## config.mk

```make
export PLATFORM = sky130hd
export DESIGN_NAME = natcol_unit
export DESIGN_NICKNAME = d
export VERILOG_FILES = /design/src/rtl/natcol_pkg.sv /design/src/rtl/natcol_index.sv /design/src/rtl/natcol_reg.sv /design/src/rtl/natcol_ctrl.sv /design/src/rtl/natcol_unit.sv
export SDC_FILE = /design/constraint.sdc
export NUM_CORES = 1
export LEC_CHECK = 0
export BUFFER_PORTS_ARGS = -buffer_cell sky130_fd_sc_hd__buf_2
export CORE_AREA = 3 3 188 190
export DETAILED_ROUTE_END_ITERATION = 16
export DIE_AREA = 0 0 191 193
export RECOVER_POWER = 25
export SLEW_MARGIN = 10
export SYNTH_ARGS = -nofsm -noshare
export SYNTH_HDL_FRONTEND = slang
export SYNTH_SLANG_ARGS = --single-unit
```

## constraint.sdc

```tcl
create_clock -name clk -period 1.9 [get_ports clk]
set_input_delay 0.38 -clock clk [delete_from_list [all_inputs] [get_ports clk]]
set_output_delay 0.38 -clock clk [all_outputs]
set_load 0.05 [all_outputs]
```

## src/rtl/natcol_pkg.sv

```systemverilog
package natcol_pkg;
  typedef enum logic [1:0] {ST_IDLE, ST_REQ, ST_WAIT, ST_OUT} nc_state_e;
endpackage

```

## src/rtl/natcol_index.sv

```systemverilog
module natcol_index #(
  parameter int ADDR_W  = 32,
  parameter int OFF_LSB = 3,
  parameter int IDX_W   = 6
) (
  input  logic [ADDR_W-1:0] addr,
  output logic [IDX_W-1:0]  idx,
  output logic              misalign
);
  // slot number inside the region: pure address offset, no register number
  assign idx      = addr[OFF_LSB +: IDX_W];
  assign misalign = |addr[OFF_LSB-1:0];
endmodule

```

## src/rtl/natcol_reg.sv

```systemverilog
module natcol_reg #(
  parameter int COLL_W = 64,
  parameter int IDX_W  = 6
) (
  input  logic              clk,
  input  logic              rst_n,
  input  logic              sw_we,
  input  logic [COLL_W-1:0] sw_wdata,
  input  logic              upd_en,
  input  logic [IDX_W-1:0]  upd_idx,
  input  logic              upd_bit,
  input  logic [IDX_W-1:0]  rd_idx,
  output logic              rd_bit,
  output logic [COLL_W-1:0] coll_q
);
  logic [COLL_W-1:0] upd_mask;

  always_comb begin
    upd_mask = '0;
    if (upd_en) upd_mask = COLL_W'(1) << upd_idx;
  end

  // per-bit merge: spill update beats software write on its own bit only
  for (genvar b = 0; b < COLL_W; b++) begin : g_bit
    always_ff @(posedge clk or negedge rst_n) begin
      if (!rst_n)           coll_q[b] <= 1'b0;
      else if (upd_mask[b]) coll_q[b] <= upd_bit;
      else if (sw_we)       coll_q[b] <= sw_wdata[b];
    end
  end

  assign rd_bit = coll_q[rd_idx];

  AST_SPILL_BIT_SET: assert property (@(posedge clk) disable iff (!rst_n)
    upd_en |=> coll_q[$past(upd_idx)] == $past(upd_bit));
  AST_SPILL_OTHERS_KEEP: assert property (@(posedge clk) disable iff (!rst_n)
    upd_en && !sw_we |=> ((coll_q ^ $past(coll_q)) & ~$past(upd_mask)) == '0);
  AST_SW_LOAD: assert property (@(posedge clk) disable iff (!rst_n)
    sw_we && !upd_en |=> coll_q == $past(sw_wdata));
  AST_SW_PRIORITY: assert property (@(posedge clk) disable iff (!rst_n)
    sw_we && upd_en |=> ((coll_q ^ $past(sw_wdata)) & ~$past(upd_mask)) == '0);
endmodule

```

## src/rtl/natcol_ctrl.sv

```systemverilog
module natcol_ctrl
  import natcol_pkg::*;
#(
  parameter int DATA_W = 64,
  parameter int ADDR_W = 32,
  parameter int REG_W  = 7,
  parameter int IDX_W  = 6
) (
  input  logic              clk,
  input  logic              rst_n,
  input  logic              cmd_valid,
  output logic              cmd_ready,
  input  logic              cmd_fill,
  input  logic [REG_W-1:0]  cmd_reg,
  input  logic [ADDR_W-1:0] cmd_addr,
  input  logic [DATA_W-1:0] cmd_data,
  input  logic              cmd_nat,
  input  logic [IDX_W-1:0]  cmd_idx,
  input  logic              cmd_misalign,
  output logic              mreq_valid,
  input  logic              mreq_ready,
  output logic              mreq_write,
  output logic [ADDR_W-1:0] mreq_addr,
  output logic [DATA_W-1:0] mreq_wdata,
  input  logic              mrsp_valid,
  input  logic [DATA_W-1:0] mrsp_rdata,
  output logic              fill_valid,
  input  logic              fill_ready,
  output logic [REG_W-1:0]  fill_reg,
  output logic [DATA_W-1:0] fill_data,
  output logic              fill_nat,
  output logic              inval_valid,
  output logic [REG_W-1:0]  inval_reg,
  output logic              err_misalign,
  output logic              upd_en,
  output logic [IDX_W-1:0]  upd_idx,
  output logic              upd_bit,
  output logic [IDX_W-1:0]  rd_idx,
  input  logic              rd_bit
);
  nc_state_e         state;
  logic              fill_q;
  logic [REG_W-1:0]  reg_q;
  logic [ADDR_W-1:0] addr_q;
  logic [DATA_W-1:0] data_q;
  logic              nat_q;
  logic [IDX_W-1:0]  idx_q;
  logic              err_q;
  logic              inval_q;

  always_ff @(posedge clk or negedge rst_n) begin
    if (!rst_n) begin
      state   <= ST_IDLE;
      fill_q  <= 1'b0;
      reg_q   <= '0;
      addr_q  <= '0;
      data_q  <= '0;
      nat_q   <= 1'b0;
      idx_q   <= '0;
      err_q   <= 1'b0;
      inval_q <= 1'b0;
    end else begin
      err_q   <= 1'b0;
      inval_q <= 1'b0;
      unique case (state)
        ST_IDLE: if (cmd_valid) begin
          if (cmd_misalign) begin
            err_q <= 1'b1;
          end else begin
            fill_q <= cmd_fill;
            reg_q  <= cmd_reg;
            addr_q <= cmd_addr;
            data_q <= cmd_data;
            nat_q  <= cmd_nat;
            idx_q  <= cmd_idx;
            state  <= ST_REQ;
          end
        end
        ST_REQ: if (mreq_ready) state <= fill_q ? ST_WAIT : ST_IDLE;
        ST_WAIT: if (mrsp_valid) begin
          data_q  <= mrsp_rdata;
          nat_q   <= rd_bit;
          inval_q <= 1'b1;
          state   <= ST_OUT;
        end
        ST_OUT: if (fill_ready) state <= ST_IDLE;
        default: state <= ST_IDLE;
      endcase
    end
  end

  assign cmd_ready    = (state == ST_IDLE);
  assign mreq_valid   = (state == ST_REQ);
  assign mreq_write   = !fill_q;
  assign mreq_addr    = addr_q;
  assign mreq_wdata   = data_q;
  assign fill_valid   = (state == ST_OUT);
  assign fill_reg     = reg_q;
  assign fill_data    = data_q;
  assign fill_nat     = nat_q;
  assign inval_valid  = inval_q;
  assign inval_reg    = reg_q;
  assign err_misalign = err_q;
  assign upd_en       = (state == ST_REQ) && mreq_ready && !fill_q;
  assign upd_idx      = idx_q;
  assign upd_bit      = nat_q;
  assign rd_idx       = idx_q;

  AST_MREQ_HOLD: assert property (@(posedge clk) disable iff (!rst_n)
    mreq_valid && !mreq_ready |=> mreq_valid && $stable(mreq_addr)
      && $stable(mreq_wdata) && $stable(mreq_write));
  AST_FILL_HOLD: assert property (@(posedge clk) disable iff (!rst_n)
    fill_valid && !fill_ready |=> fill_valid && $stable(fill_data)
      && $stable(fill_nat) && $stable(fill_reg));
  AST_INVAL_WITH_FILL: assert property (@(posedge clk) disable iff (!rst_n)
    inval_valid |-> fill_valid && $past(mrsp_valid));
  AST_MISALIGN_DROPPED: assert property (@(posedge clk) disable iff (!rst_n)
    err_misalign |-> cmd_ready && !mreq_valid);
endmodule

```

## src/rtl/natcol_unit.sv

```systemverilog
module natcol_unit #(
  parameter int DATA_W       = 64,
  parameter int ADDR_W       = 32,
  parameter int REG_W        = 7,
  parameter int REGION_BYTES = 512,
  parameter int WORD_BYTES   = 8,
  localparam int COLL_W  = REGION_BYTES / WORD_BYTES,
  localparam int IDX_W   = $clog2(COLL_W),
  localparam int OFF_LSB = $clog2(WORD_BYTES)
) (
  input  logic              clk,
  input  logic              rst_n,
  input  logic              cmd_valid,
  output logic              cmd_ready,
  input  logic              cmd_fill,
  input  logic [REG_W-1:0]  cmd_reg,
  input  logic [ADDR_W-1:0] cmd_addr,
  input  logic [DATA_W-1:0] cmd_data,
  input  logic              cmd_nat,
  output logic              mreq_valid,
  input  logic              mreq_ready,
  output logic              mreq_write,
  output logic [ADDR_W-1:0] mreq_addr,
  output logic [DATA_W-1:0] mreq_wdata,
  input  logic              mrsp_valid,
  input  logic [DATA_W-1:0] mrsp_rdata,
  output logic              fill_valid,
  input  logic              fill_ready,
  output logic [REG_W-1:0]  fill_reg,
  output logic [DATA_W-1:0] fill_data,
  output logic              fill_nat,
  output logic              inval_valid,
  output logic [REG_W-1:0]  inval_reg,
  output logic              err_misalign,
  input  logic              sw_wr_en,
  input  logic [COLL_W-1:0] sw_wdata,
  output logic [COLL_W-1:0] coll_q
);
  logic [IDX_W-1:0] cmd_idx;
  logic             cmd_misalign;
  logic             upd_en;
  logic [IDX_W-1:0] upd_idx;
  logic             upd_bit;
  logic [IDX_W-1:0] rd_idx;
  logic             rd_bit;

  natcol_index #(.ADDR_W(ADDR_W), .OFF_LSB(OFF_LSB), .IDX_W(IDX_W)) u_index (
    .addr(cmd_addr), .idx(cmd_idx), .misalign(cmd_misalign)
  );

  natcol_ctrl #(.DATA_W(DATA_W), .ADDR_W(ADDR_W), .REG_W(REG_W), .IDX_W(IDX_W)) u_ctrl (
    .clk(clk), .rst_n(rst_n),
    .cmd_valid(cmd_valid), .cmd_ready(cmd_ready), .cmd_fill(cmd_fill),
    .cmd_reg(cmd_reg), .cmd_addr(cmd_addr), .cmd_data(cmd_data), .cmd_nat(cmd_nat),
    .cmd_idx(cmd_idx), .cmd_misalign(cmd_misalign),
    .mreq_valid(mreq_valid), .mreq_ready(mreq_ready), .mreq_write(mreq_write),
    .mreq_addr(mreq_addr), .mreq_wdata(mreq_wdata),
    .mrsp_valid(mrsp_valid), .mrsp_rdata(mrsp_rdata),
    .fill_valid(fill_valid), .fill_ready(fill_ready), .fill_reg(fill_reg),
    .fill_data(fill_data), .fill_nat(fill_nat),
    .inval_valid(inval_valid), .inval_reg(inval_reg), .err_misalign(err_misalign),
    .upd_en(upd_en), .upd_idx(upd_idx), .upd_bit(upd_bit),
    .rd_idx(rd_idx), .rd_bit(rd_bit)
  );

  natcol_reg #(.COLL_W(COLL_W), .IDX_W(IDX_W)) u_reg (
    .clk(clk), .rst_n(rst_n), .sw_we(sw_wr_en), .sw_wdata(sw_wdata),
    .upd_en(upd_en), .upd_idx(upd_idx), .upd_bit(upd_bit),
    .rd_idx(rd_idx), .rd_bit(rd_bit), .coll_q(coll_q)
  );
endmodule

```

==> metrics <==
status finished with violations; failing checks negative setup slack; commonest cells after routing, fill and taps aside 481 x buf_2, 167 x dfrtp_1, 132 x mux2i_1, 97 x o21ai_0, 78 x nand2_1; layout cell share with drive strength beyond 1 53.7%; most common cell after layout, fill and taps aside buf_2; Syn Area/Cell 11.2 um2; Port Buf Inserts 484; CTS H-tree depth 4; Sinks on Clock Net 173; required time of the critical path 2210 ps; total track usage 17.7%; total CTS buffers 17; area post-placement 12000 um2; first-pass GRT wire length 49.3 mm; syn_nets 1059; final instance area 12600 um2; Pwr Total 23.7 mW; Final WS setup -110 ps; Site Rows 67; cell internal pwr 10.7 mW; synthesized area 9170 um2; via count 8042; max_cap viols 0; switching share of power 55.0%; Die Area 36900 um2; initial core utilization 27.3%; routability cong. 0.827; Final Hold Viols 0; Avg Vias per Cell 4.68; CTS tree built; hold slack 176 ps; Tmin final 2010 ps; Setup Viol. Count Final 1; Peak Freq 497 MHz; Max-slew headroom 45.3%; Worst EP arrival 2320 ps; die span in y 193 um; Area Growth Syn to Fin 37.7%; Pleak 6.29 nW; Non-Filler Instances 1718; count of different cell masters after synthesis 42; YS warnings 0; Final ANT Viol Nets 0; Comb pwr share 59.8%; largest net degree at the start of global routing 129; Clock Tree Root clkbuf_16; drt first pass iters 5; die width 191 um; Final Max Tran Viols 0; Ports 485; Worst-Skew Late Latency 440 ps; Net Sw Power 13.1 mW; fin nets 1494; setup tns final -110 ps; core footprint 33600 um2; grt total ovfl 0; Critical Path End Type register; FF+latch count, synth 173; Post-Synthesis Cells 819; CP Max Fanout 7; clock slew at reported path FFs 80 ps; Top FF cell, synth dfrtp_1; area occupied by multi-input gates 4040 um2; wire length per cell 19.9 um; worst hold path class input port to register; number of global-route vias before repair 7896; worst slew pin tran 820 ps; antenna violations before repair 8; EDFF count, synth 0; RSZ-0062 raised after global routing yes; Routed Wire Length 34.1 mm; DP Wirelength 26.8 mm; fin crit share 106%; register area 4340 um2; Max IR drop VDD 992 uV; # fillers 3424; clock share of power 15.1%; Setup Skew 16.9 ps; initial DRC count 504; DR DRC count 0; placed cell count 1677; part of the power in registers 25.0%; PD cells 1880 nW/um2; Critical Path Source Type register; FFs w/ async S/R, synth 100%; Clock Path Buffers 2; sequential area share after synthesis 47.2%; Setup Crit Path Kind register to register
[timing repair]
item                                   4_1_cts  5_1_grt
setup endpoints to repair                    2        4
endpoints found under the hold margin       43        0
pin swaps                                    1        2
hold buffers                                 1        0
gates resized for setup                      6       11
cloned                                       1        0
setup buffers                                4        0
[per-layer routing]
metal / part of all wire, % / GRT usage [%] / vias to the layer above
met5: 0.079 / 0 / -
met4: 1.1 / 3.90 / 4
met3: 6.8 / 3.65 / 27
met2: 51 / 30.8 / 378
met1: 41 / 22.6 / 3867
li1: - / - / 3766
[path summary, 6_finish.rpt]
check,cells after the start,to,slack (ps),from
worst max-delay path,7,u_ctrl.fill_nat,-110,u_ctrl.rd_idx[0]
worst min-delay path,2,u_ctrl.rd_idx[2],180,cmd_addr[5]
worst max register to register,7,u_ctrl.fill_nat,-110,u_ctrl.rd_idx[0]
worst min register to register,1,u_ctrl.mreq_addr[2],480,u_ctrl.mreq_addr[2]
max in group asynchronous,3,u_ctrl.fill_data[46],190,rst_n
min in group asynchronous,2,u_reg.coll_q[54],590,rst_n
[final cells by class]
type,instances,share of cell area (%)
inverters,3,0.0892
clock buffers,20,3.54
clock inverters,12,1.07
multi-input cells,509,32.0
flip-flops and latches,173,34.3
diodes,3,0.0595
repair buffers,550,24.4
well taps,448,4.44
[cells in the mapped netlist, types with 2 or more instances]
cell type / n / share of area [%]
and2_1: 5 / 0.34
nand3_1: 3 / 0.16
nor3b_2: 2 / 0.27
clkbuf_1: 29 / 1.2
buf_4: 72 / 5.9
dfrtp_1: 173 / 47
buf_1: 8 / 0.33
mux2_2: 41 / 5.0
nor3_2: 2 / 0.22
o31a_1: 32 / 3.1
a21oi_1: 35 / 1.9
mux4_1: 14 / 4.0
inv_1: 3 / 0.12
mux2i_1: 132 / 14
o21ai_0: 100 / 5.5
and3_1: 2 / 0.14
nor2b_1: 3 / 0.20
buf_2: 22 / 1.2
nand2_1: 78 / 3.2
nand2b_1: 2 / 0.14
a31o_2: 32 / 3.1
nor2_2: 4 / 0.27
nor2_1: 6 / 0.25
[stage by stage]
step,worst slack (ps),util [%]
floorplan,-130,-
global placement,-118,35.7
detailed placement,-123,35.7
CTS,-105,37.7
global route,-172,37.6
finish,-110,37.6
[worst max-delay path, cell delays in order (launching register included)]
cell and delay, ps:
dfrtp_2 460, buf_12 170, buf_12 110, mux4_1 600, o22ai_2 180, o221ai_2 120
a21oi_1 150, o31ai_1 90
[cell families after synthesis]
logic type,count (synthesis),synth area share (%)
compound gates,208,14.3
flops,173,47.2
simple gates,113,5.68
mux,188,23.7
buf+inv,137,9.13
[power by group through the flow]
stage	logic [mW]	clock network (mW)	registers, mW
3_5_place_dp	14.0	0	6.06
5_1_grt	14.9	3.86	6.11
3_3_place_gp	13.9	0	6.00
2_1_floorplan	7.08	0	9.87
4_1_cts	14.3	3.69	5.95
6_report	14.2	3.59	5.95
(Power assumes the default switching activity.)
